$ cat src/rtl/fms_pkg.sv
`timescale 1ns/1ps
package fms_pkg;
  typedef enum logic [3:0] {
    ST_IDLE, ST_CLR, ST_PROG, ST_ARM, ST_WAIT, ST_DIS,
    ST_READ, ST_EVAL, ST_DIVF, ST_DIVP, ST_FIN
  } fms_state_e;

  typedef enum logic [1:0] {
    ERR_NONE     = 2'b00,
    ERR_TIMEOUT  = 2'b01,
    ERR_OVERFLOW = 2'b10
  } fms_err_e;
endpackage

$ cat src/rtl/fms_divider.sv
`timescale 1ns/1ps
module fms_divider #(
  parameter int NUM_W = 37,
  parameter int DEN_W = 10
) (
  input  logic             clk,
  input  logic             rst_n,
  input  logic             start_i,
  input  logic [NUM_W-1:0] num_i,
  input  logic [DEN_W-1:0] den_i,
  output logic             done_o,
  output logic [NUM_W-1:0] quo_o
);
  localparam int CNT_W = $clog2(NUM_W + 1);

  logic [NUM_W-1:0] quo_q, quo_d;
  logic [DEN_W:0]   rem_q, rem_d;
  logic [DEN_W-1:0] den_q, den_d;
  logic [CNT_W-1:0] cnt_q, cnt_d;
  logic             busy_q, busy_d;
  logic             done_q, done_d;

  logic [DEN_W:0]   rem_sh;
  logic             ge;

  always_comb begin
    rem_sh = {rem_q[DEN_W-1:0], quo_q[NUM_W-1]};
    ge     = (rem_sh >= {1'b0, den_q});
  end

  always_comb begin
    quo_d  = quo_q;
    rem_d  = rem_q;
    den_d  = den_q;
    cnt_d  = cnt_q;
    busy_d = busy_q;
    done_d = 1'b0;
    if (start_i) begin
      quo_d  = num_i;
      rem_d  = '0;
      den_d  = den_i;
      cnt_d  = CNT_W'(NUM_W);
      busy_d = 1'b1;
    end else if (busy_q) begin
      rem_d = ge ? (rem_sh - {1'b0, den_q}) : rem_sh;
      quo_d = {quo_q[NUM_W-2:0], ge};
      cnt_d = cnt_q - CNT_W'(1);
      if (cnt_q == CNT_W'(1)) begin
        busy_d = 1'b0;
        done_d = 1'b1;
      end
    end
  end

  always_ff @(posedge clk or negedge rst_n) begin
    if (!rst_n) begin
      quo_q  <= '0;
      rem_q  <= '0;
      den_q  <= '0;
      cnt_q  <= '0;
      busy_q <= 1'b0;
      done_q <= 1'b0;
    end else begin
      quo_q  <= quo_d;
      rem_q  <= rem_d;
      den_q  <= den_d;
      cnt_q  <= cnt_d;
      busy_q <= busy_d;
      done_q <= done_d;
    end
  end

  assign done_o = done_q;
  assign quo_o  = quo_q;
endmodule

$ cat src/rtl/fms_poll_timer.sv
`timescale 1ns/1ps
module fms_poll_timer #(
  parameter int PERIOD = 2000,
  parameter int COUNT  = 1000
) (
  input  logic clk,
  input  logic rst_n,
  input  logic clr_i,
  input  logic run_i,
  output logic tick_o,
  output logic last_o
);
  localparam int TW = $clog2(PERIOD + 1);
  localparam int PW = $clog2(COUNT + 1);

  logic [TW-1:0] tcnt_q, tcnt_d;
  logic [PW-1:0] pcnt_q, pcnt_d;

  assign tick_o = run_i && (tcnt_q == TW'(PERIOD - 1));
  assign last_o = (pcnt_q == PW'(COUNT - 1));

  always_comb begin
    tcnt_d = tcnt_q;
    pcnt_d = pcnt_q;
    if (clr_i) begin
      tcnt_d = '0;
      pcnt_d = '0;
    end else if (run_i) begin
      if (tick_o) begin
        tcnt_d = '0;
        pcnt_d = pcnt_q + PW'(1);
      end else begin
        tcnt_d = tcnt_q + TW'(1);
      end
    end
  end

  always_ff @(posedge clk or negedge rst_n) begin
    if (!rst_n) begin
      tcnt_q <= '0;
      pcnt_q <= '0;
    end else begin
      tcnt_q <= tcnt_d;
      pcnt_q <= pcnt_d;
    end
  end
endmodule

$ cat src/rtl/fms_autorange.sv
`timescale 1ns/1ps
module fms_autorange
  import fms_pkg::*;
#(
  parameter int CLKS_PER_US = 200,
  parameter int POLL_US     = 10,
  parameter int TIMEOUT_US  = 10000,
  parameter int GATE_MAX    = 640,
  parameter int GATE_STEP   = 32,
  parameter int GATE_MIN    = 32,
  parameter int CNT_W       = 16,
  parameter int SRC_W       = 7,
  parameter int OUT_W       = 32,
  parameter int GDIV_W      = 16,
  parameter int CFG_W       = 32,
  parameter int SCALE       = 1000000,
  parameter int PREC_NUM    = 2000000
) (
  input  logic              clk,
  input  logic              rst_n,
  input  logic              start_i,
  input  logic [SRC_W-1:0]  src_i,
  output logic              done_o,
  output logic [1:0]        err_o,
  output logic [OUT_W-1:0]  freq_o,
  output logic [OUT_W-1:0]  prec_o,
  output logic              cfg_we_o,
  output logic [CFG_W-1:0]  cfg_word_o,
  input  logic              meas_busy_i,
  output logic              cnt_re_o,
  input  logic [CNT_W-1:0]  cnt_val_i
);
  localparam int POLL_CYC  = POLL_US * CLKS_PER_US;
  localparam int MAX_POLLS = TIMEOUT_US / POLL_US;
  localparam int GATE_W    = $clog2(GATE_MAX + 1);
  localparam int NUM_W     = CNT_W + $clog2(SCALE) + 1;
  localparam int EN_BIT    = GDIV_W;
  localparam int RUN_BIT   = GDIV_W + 1;
  localparam int SRC_LSB   = GDIV_W + 2;
  localparam logic [CNT_W-1:0] CNT_SAT = {CNT_W{1'b1}};

  // reset: asserted asynchronously, released on a clock edge
  logic [1:0] rsync_q;
  logic       rst_sn;
  always_ff @(posedge clk or negedge rst_n) begin
    if (!rst_n) rsync_q <= 2'b00;
    else        rsync_q <= {rsync_q[0], 1'b1};
  end
  assign rst_sn = rsync_q[1];

  fms_state_e        state_q, state_d;
  logic [SRC_W-1:0]  src_q, src_d;
  logic [GATE_W-1:0] gate_q, gate_d;
  logic [CNT_W-1:0]  cnt_q, cnt_d;
  logic [OUT_W-1:0]  freq_q, freq_d;
  logic [OUT_W-1:0]  prec_q, prec_d;
  logic [1:0]        err_q, err_d;

  logic              div_start, div_done;
  logic [NUM_W-1:0]  div_num, div_quo;
  logic [OUT_W-1:0]  div_res;
  logic              tmr_tick, tmr_last;
  logic [CFG_W-1:0]  prog_word;

  fms_divider #(.NUM_W(NUM_W), .DEN_W(GATE_W)) u_div (
    .clk     (clk),
    .rst_n   (rst_sn),
    .start_i (div_start),
    .num_i   (div_num),
    .den_i   (gate_q),
    .done_o  (div_done),
    .quo_o   (div_quo)
  );

  fms_poll_timer #(.PERIOD(POLL_CYC), .COUNT(MAX_POLLS)) u_poll (
    .clk    (clk),
    .rst_n  (rst_sn),
    .clr_i  (state_q == ST_ARM),
    .run_i  (state_q == ST_WAIT),
    .tick_o (tmr_tick),
    .last_o (tmr_last)
  );

  // quotient saturated into the output width
  assign div_res = (|div_quo[NUM_W-1:OUT_W]) ? {OUT_W{1'b1}} : div_quo[OUT_W-1:0];

  always_comb begin
    prog_word                     = '0;
    prog_word[GDIV_W-1:0]         = GDIV_W'(gate_q - GATE_W'(1));
    prog_word[SRC_LSB +: SRC_W]   = src_q;
  end

  always_comb begin
    state_d    = state_q;
    src_d      = src_q;
    gate_d     = gate_q;
    cnt_d      = cnt_q;
    freq_d     = freq_q;
    prec_d     = prec_q;
    err_d      = err_q;
    cfg_we_o   = 1'b0;
    cfg_word_o = '0;
    cnt_re_o   = 1'b0;
    div_start  = 1'b0;
    div_num    = '0;
    case (state_q)
      ST_IDLE: begin
        if (start_i) begin
          src_d   = src_i;
          gate_d  = GATE_W'(GATE_MAX);
          state_d = ST_CLR;
        end
      end
      ST_CLR: begin
        cfg_we_o = 1'b1;
        state_d  = ST_PROG;
      end
      ST_PROG: begin
        cfg_we_o   = 1'b1;
        cfg_word_o = prog_word;
        state_d    = ST_ARM;
      end
      ST_ARM: begin
        cfg_we_o            = 1'b1;
        cfg_word_o          = prog_word;
        cfg_word_o[EN_BIT]  = 1'b1;
        cfg_word_o[RUN_BIT] = 1'b1;
        state_d             = ST_WAIT;
      end
      ST_WAIT: begin
        if (tmr_tick) begin
          if (!meas_busy_i) begin
            state_d = ST_DIS;
          end else if (tmr_last) begin
            err_d   = ERR_TIMEOUT;
            freq_d  = '0;
            prec_d  = '0;
            state_d = ST_FIN;
          end
        end
      end
      ST_DIS: begin
        cfg_we_o            = 1'b1;
        cfg_word_o          = prog_word;
        cfg_word_o[RUN_BIT] = 1'b1;
        state_d             = ST_READ;
      end
      ST_READ: begin
        cnt_re_o = 1'b1;
        cnt_d    = cnt_val_i;
        state_d  = ST_EVAL;
      end
      ST_EVAL: begin
        if (cnt_q == CNT_SAT) begin
          if (gate_q <= GATE_W'(GATE_MIN)) begin
            err_d   = ERR_OVERFLOW;
            freq_d  = '0;
            prec_d  = '0;
            state_d = ST_FIN;
          end else begin
            gate_d  = gate_q - GATE_W'(GATE_STEP);
            state_d = ST_CLR;
          end
        end else begin
          div_start = 1'b1;
          div_num   = NUM_W'(cnt_q) * NUM_W'(SCALE) + NUM_W'(gate_q >> 1);
          state_d   = ST_DIVF;
        end
      end
      ST_DIVF: begin
        if (div_done) begin
          freq_d    = div_res;
          div_start = 1'b1;
          div_num   = NUM_W'(PREC_NUM);
          state_d   = ST_DIVP;
        end
      end
      ST_DIVP: begin
        if (div_done) begin
          prec_d  = div_res;
          err_d   = ERR_NONE;
          state_d = ST_FIN;
        end
      end
      ST_FIN:  state_d = ST_IDLE;
      default: state_d = ST_IDLE;
    endcase
  end

  always_ff @(posedge clk or negedge rst_sn) begin
    if (!rst_sn) begin
      state_q <= ST_IDLE;
      src_q   <= '0;
      gate_q  <= '0;
      cnt_q   <= '0;
      freq_q  <= '0;
      prec_q  <= '0;
      err_q   <= ERR_NONE;
    end else begin
      state_q <= state_d;
      src_q   <= src_d;
      gate_q  <= gate_d;
      cnt_q   <= cnt_d;
      freq_q  <= freq_d;
      prec_q  <= prec_d;
      err_q   <= err_d;
    end
  end

  assign done_o = (state_q == ST_FIN);
  assign err_o  = err_q;
  assign freq_o = freq_q;
  assign prec_o = prec_q;
endmodule

$ cat config.mk
export PLATFORM = sky130hd
export DESIGN_NAME = fms_autorange
export DESIGN_NICKNAME = d
export VERILOG_FILES = /design/src/rtl/fms_pkg.sv /design/src/rtl/fms_divider.sv /design/src/rtl/fms_poll_timer.sv /design/src/rtl/fms_autorange.sv
export SDC_FILE = /design/constraint.sdc
export NUM_CORES = 1
export LEC_CHECK = 0
export BUFFER_PORTS_ARGS = -buffer_cell sky130_fd_sc_hd__buf_4
export CAP_MARGIN = 15
export CORE_ASPECT_RATIO = 0.6
export CORE_MARGIN = 1
export CORE_UTILIZATION = 55
export CTS_CLUSTER_DIAMETER = 80
export CTS_CLUSTER_SIZE = 14
export DETAILED_ROUTE_END_ITERATION = 8
export PLACE_DENSITY = 0.84
export SYNTH_ARGS = -nofsm -noshare
export SYNTH_HDL_FRONTEND = slang
export SYNTH_SLANG_ARGS = --single-unit
export TNS_END_PERCENT = 100
$ cat constraint.sdc
create_clock -name clk -period 5.97 [get_ports clk]
set_clock_uncertainty 0.1 [all_clocks]
set_input_delay 0.597 -clock clk [delete_from_list [all_inputs] [get_ports clk]]
set_output_delay 0.597 -clock clk [all_outputs]
set_load 0.02 [all_outputs]
; ---- Word level (Yosys, flattened, before mapping)
; Cells that the tools add are included.
[totals]
register_bits = 191
inputBits = 27
out_inout_bits = 101
elab_cells = 123
[classes]
addsub = 7
multipliers = 1
magnitude_cmp = 2
eq_ne = 24
n_mux = 57
reduce_logical = 16
[op_table]
columns = op, n
row1 = $mux W32, 7
row2 = $pmux W32 S3, 2
row3 = $mux W37, 3
row4 = $mux W10, 9
row5 = $pmux W25 S3, 1
row6 = $pmux W37 S2, 1
row7 = $pmux W4 S10, 1
row8 = $add A36 B9 Y37, 1
row9 = $mux W11, 3
row10 = $mux W4, 8
row11 = $mul A16 B14 Y30 const B, 1
row12 = $mux W21, 1
row13 = $pmux W10 S2, 1
row14 = $eq A16 B16 Y1 const B, 1
row15 = $eq A4 B3 Y1 const B, 4
row16 = $ne A2 B2 Y1 const B, 7
row17 = $reduce_and A7 Y1, 2
row18 = $eq A4 B4 Y1 const B, 3
row19 = $mux W2, 6
row20 = $mux W6, 2
row21 = $add A11 B1 Y11 const B, 1
row22 = $eq A11 B11 Y1 const B, 1
row23 = $ge A11 B10 Y1, 1
row24 = $sub A10 B1 Y11 const B, 1
row25 = other kinds (23), 39

; ---- Longest topological paths before layout
[depth]
ltp_word = 5
ltp_mapped = 21
ltp_nobuf = 20

; ---- Modules after synthesis
; Synthesis repeated with hierarchy kept, for this count alone.
[hier_totals]
cells_unflattened = 1539
hier_area_um2 = 14051.0
[by_module_without_submodules]
columns = module, n_inst, cells_per_inst, area_per_inst_um2, seq_area_each_um2
row1 = fms_autorange, 1, 1073, 9515.4, 2502.4
row2 = fms_divider, 1, 353, 3425.8, 1626.6
row3 = fms_poll_timer, 1, 113, 1109.8, 525.5

; ---- Least setup slack after synthesis
; Ideal clock, no wire load.
[synth_path]
path_type = flip-flop to flip-flop
startpoint = register cnt_q[1]
endpoint = register u_div.quo_q[33] (netlist: u_div.quo_o[33])
setup_ns = 0.091
arrival_ns = 6.198
required_ns = 5.779
slack_ns = -0.419
stages_incl_launch_ff = 22
path_buffers = 1
period_less_slack_ns = 6.389
path_cell_list = dfrtp_1 inv_1 fa_1 inv_1 fa_1 fa_1 fa_1 ha_1 inv_1 fa_1 inv_1 ha_1 buf_2 a21oi_1 inv_1 a31o_2 or2_1 a21boi_1 xor2_1 or4_4 or4_1 o221ai_1
[synth_via]
elab_chain_len = 5
[synth_rtl]
columns = item, line_no
row1 = from (decl), fms_autorange.sv:54  ; logic [CNT_W-1:0] cnt_q, cnt_d;
row2 = from (signal assigned), fms_autorange.sv:203  ; cnt_q <= cnt_d;
row3 = $mul A16 B14 Y30, fms_autorange.sv:166  ; div_num = NUM_W'(cnt_q) * NUM_W'(SCALE) + NUM_W'(gate_q >> 1);
row4 = $add A36 B9 Y37, fms_autorange.sv:166
row5 = $mux W37, fms_autorange.sv:154  ; if (cnt_q == CNT_SAT) begin
row6 = $pmux W37 S2, fms_autorange.sv:106  ; case (state_q)
row7 = $mux W37, fms_divider.sv:38  ; if (start_i) begin
row8 = to (signal assigned), fms_divider.sv:64  ; quo_q <= quo_d;
row9 = to (decl), fms_divider.sv:16  ; logic [NUM_W-1:0] quo_q, quo_d;
; Parallel ways exist; a longest one is shown, timed or not.
; A chain may end at the register's enable or synchronous reset.

; ---- Worst setup path in the final report
[layout_path]
startpoint = register cnt_q[2]
endpoint = register u_div.quo_q[29] (netlist: u_div.quo_o[29])
; Same word-level chain as after synthesis.

==> impl_metrics.toml <==
[global_routing]
antenna_found_initial = 0
grt_pass1_vias = 11300
grt_pass1_wl_um = 59200
met2_usage_pct = 45.4
grt-busiest-layer = "met2"
met1_usage_pct = 42.5
gr-total-overflow = 0
grt_usage_pct = 30.8
grt_max_degree = 72
grt_use_met3_pct = 12.1

[synthesis]
ys_types = 75
yosys.area_share.simple_pct = 15.2
synth-seq-cells = 181
synthFlopType = "dfrtp_1"
synth.top_cells.by_area = "dfrtp_1 34%, ha_1 12%, fa_1 8.4%"
synth_area_um2 = 13400
synth_cells = 1479
synthArstFlopShare_pct = 100
netlist.area_leader.share_pct = 33.9
synth_top_family_by_area = "adder cells"
synth_top_cell_by_area = "dfrtp_1"
synthAdderAreaFrac_pct = 20.4
avgSynthCellArea_um2 = 9.04
synth_compound_area_share_pct = 16.2
synth_edf_count = 0
yosys.area_share.xor_xnor_pct = 4.38
muxShareOfSynthArea_pct = 3.65
seq_area_frac_synth_pct = 33.9
yosysWarningCount = 0

[setup_path]
worst_r2r_path_depth = 21
critPathCaptureType = "flop"
reg2reg_from = "cnt_q[2]$_DFFE_PN0P_"
r2r_end = "u_div.quo_o[29]$_DFFE_PN0P_"
worstPathArrival_ns = 6.66
path_class = "flop to flop"
crit_path_start_kind = "flop"
r2r_slack_ns = -0.42
cp_max_fo = 3
cp.required_ns = 6.24

[final_layout]
area_delta_synth_final_pct = 22.4
diodes = 0
drive_gt1_share_pct = 23.2
finalNetCount = 1880

[sta]
fmax_mhz = 157
slew_viol_final = 0
fin_ws_ns = -0.416
finalCriticalPeriod_ns = 6.39
tightest_slew_ns = 1.11
fin_crit_sh_pct = 107
setup_viol = 8
finalHoldViolCount = 0
rsz0062_at_grt = "yes"
tns_ns = -2.26
relSlewSlack_pct = 26.2

[floorplan]
initial_core_util_pct = 57.0
core-area_um2 = 23500
fp.dieH_um = 123
io_pins = 128
die_area_um2 = 24900
fp.dieW_um = 203
rows = 43

[clock_tree]
htreeDepth = 4
cts_tree = "built"
clk_latency_ns = 0.46
cts_num_sinks = 181
root_buffer = "clkbuf_16"
cts_buffers = 17
clkTransAtPathRegs_ns = 0.08
cts.path.max_buffers = 2

[drt]
drtAntennaViolNets = 0
viasPerCell = 5.91
via_count = 11800
drt-wirelength-per-cell_um = 18.8
drcViolationCount = 0
dr.pass1.iters = 5
initialDrtViolationCount = 1182
routed_wl_um = 37600

[outcome]
violations = "negative setup slack"
outcome = "finished, violations left"

[job]
drv_cap = 0

[worst_hold_path]
hold_class = "primary input to flop"
worstHoldStart = "cnt_val_i[5]"
hold_path_depth = 3
worstHoldEndpoint = "cnt_q[5]$_DFFE_PN0P_"

[placed_design]
hpwl_um = 28100
numPortBuffers = 120
gp_congestion = 1.05
==> routing by layer <==
layer,wire length (um),share of wire (%)
met1,16500,44
met5,0,0
met3,3810,10
met2,16600,44
met4,657,1.7
==> layout make-up <==
type	count	area (um2)
Inverter	118	445
Sequential cell	181	4540
Timing Repair Buffer	249	1910
Multi-Input combinational cell	1102	8450
Fill cell	1773	7100
Tap cell	315	394
Clock buffer	18	439
Clock inverter	14	184
==> cells by family after synthesis <==
group / Yosys count
AND/OR/NAND/NOR: 433
flip-flops: 181
adder cells (fa/ha/maj): 184
other: 2
AO/OA/AOI/OAI: 363
multiplexers: 46
XOR/XNOR: 66
buffers and inverters: 204
==> sequential cells by signal, summed over array words and instances, names as in the netlist <==
register,count
u_div.cnt_q,6
u_div.quo_o,37
rsync_q,2
gate_q,5
err_o,2
prec_o,32
state_q,4
u_div.rem_q,10
u_div.den_q,5
u_div.done_o,1
freq_o,32
cnt_q,16
u_poll.pcnt_q,10
u_div.busy_q,1
src_q,7
u_poll.tcnt_q,11
==> how the worst max path moves through the flow <==
stage / slack, ns / endpoint / start
2_1_floorplan: -0.24 / u_div.quo_o[33]$_DFFE_PN0P_ / cnt_q[4]$_DFFE_PN0P_
3_3_place_gp: -0.22 / u_div.quo_o[33]$_DFFE_PN0P_ / cnt_q[2]$_DFFE_PN0P_
3_5_place_dp: -0.33 / u_div.quo_o[33]$_DFFE_PN0P_ / cnt_q[1]$_DFFE_PN0P_
4_1_cts: -0.32 / u_div.quo_o[33]$_DFFE_PN0P_ / cnt_q[2]$_DFFE_PN0P_
5_1_grt: -0.54 / u_div.quo_o[29]$_DFFE_PN0P_ / cnt_q[2]$_DFFE_PN0P_
6_report: -0.42 / u_div.quo_o[29]$_DFFE_PN0P_ / cnt_q[2]$_DFFE_PN0P_
==> critical path: stages (launching register included) <==
cell	delay [ns]
dfrtp_2	0.41
inv_4	0.05
fa_1	0.54
inv_2	0.04
fa_1	0.50
fa_2	0.56
fa_1	0.46
ha_4	0.30
inv_2	0.03
fa_1	0.50
inv_2	0.05
ha_4	0.27
nand4_1	0.16
buf_4	0.20
a2111oi_4	0.35
o221ai_2	0.17
a211oi_2	0.29
nand2_1	0.11
or4_4	0.54
buf_6	0.15
or4_4	0.40
o211ai_1	0.10
==> what timing repair did <==
| item | 4_1_cts | 5_1_grt |
|---|---|---|
| buffers inserted | 13 | 10 |
| pin swaps | 15 | 41 |
| hold buffers | 1 | 0 |
| hold endpoints to repair | 2 | 0 |
| setup endpoints to repair | 9 | 15 |
| resized for setup | 26 | 59 |
==> cells in the mapped netlist, types with 6 or more instances <==
cell type  count
xor2_1        27
dfrtp_1      181
or3_1          9
mux2_2        22
ha_1         128
a211oi_1      14
o21a_1         6
xnor2_1       38
o31ai_1        7
nand2b_1      13
nor2_1        90
clkbuf_1      63
o21ai_0      203
and3_1         7
fa_1          56
nand3_1       40
a31oi_1        8
nand4_1       17
nor4_1        12
nand2_1      172
inv_1        118
buf_2          6
buf_4         16
mux2i_1       24
a21oi_1       49
a21o_1        14
o211ai_1      11
and2_1        10
nor3_1        28
==> stage by stage <==
step / setup WS [ns] / area (um2) / instances / utilization (%) / hold WS (ns)
finish: -0.416 / 16400 / 1997 / 69.7 / 0.238
detailed placement: -0.330 / 15200 / 1947 / 64.8 / 0.248
CTS: -0.320 / 16000 / 1990 / 68.3 / 0.233
floorplan: -0.238 / 13400 / 1487 / - / 0.201
global route: -0.537 / 16400 / 1997 / 69.7 / 0.245
global placement: -0.219 / 15200 / 1947 / 64.8 / 0.244
==> placed cells by master, fill, tap and decap left out, types with 5 or more instances in the layout <==
| cell type | count |
|---|---|
| a21oi_1 | 42 |
| nor3b_1 | 5 |
| nor2_1 | 86 |
| a31oi_1 | 7 |
| o21a_1 | 6 |
| a21o_1 | 13 |
| o31ai_1 | 6 |
| nor3_1 | 25 |
| buf_6 | 7 |
| and4_1 | 5 |
| nand3_1 | 36 |
| o211ai_1 | 11 |
| ha_1 | 123 |
| fa_1 | 54 |
| xnor2_1 | 33 |
| buf_4 | 240 |
| or3_1 | 9 |
| nor2b_1 | 5 |
| clkbuf_16 | 17 |
| mux2_2 | 22 |
| xor2_1 | 23 |
| xnor2_2 | 6 |
| nor4_1 | 9 |
| nand4_1 | 17 |
| o21ai_1 | 7 |
| a211oi_1 | 13 |
| nand2b_1 | 13 |
| mux2i_1 | 24 |
| a21oi_2 | 6 |
| inv_1 | 109 |
| o21ai_0 | 197 |
| nand2_1 | 171 |
| dfrtp_1 | 176 |
| conb_1 | 10 |
| inv_2 | 8 |
| nor4_4 | 6 |
| and3_1 | 7 |
| and2_1 | 10 |
Power is left out: the tool's default activity adds up to more than one toggle a clock period on the data nets, which glitch-free logic cannot reach.
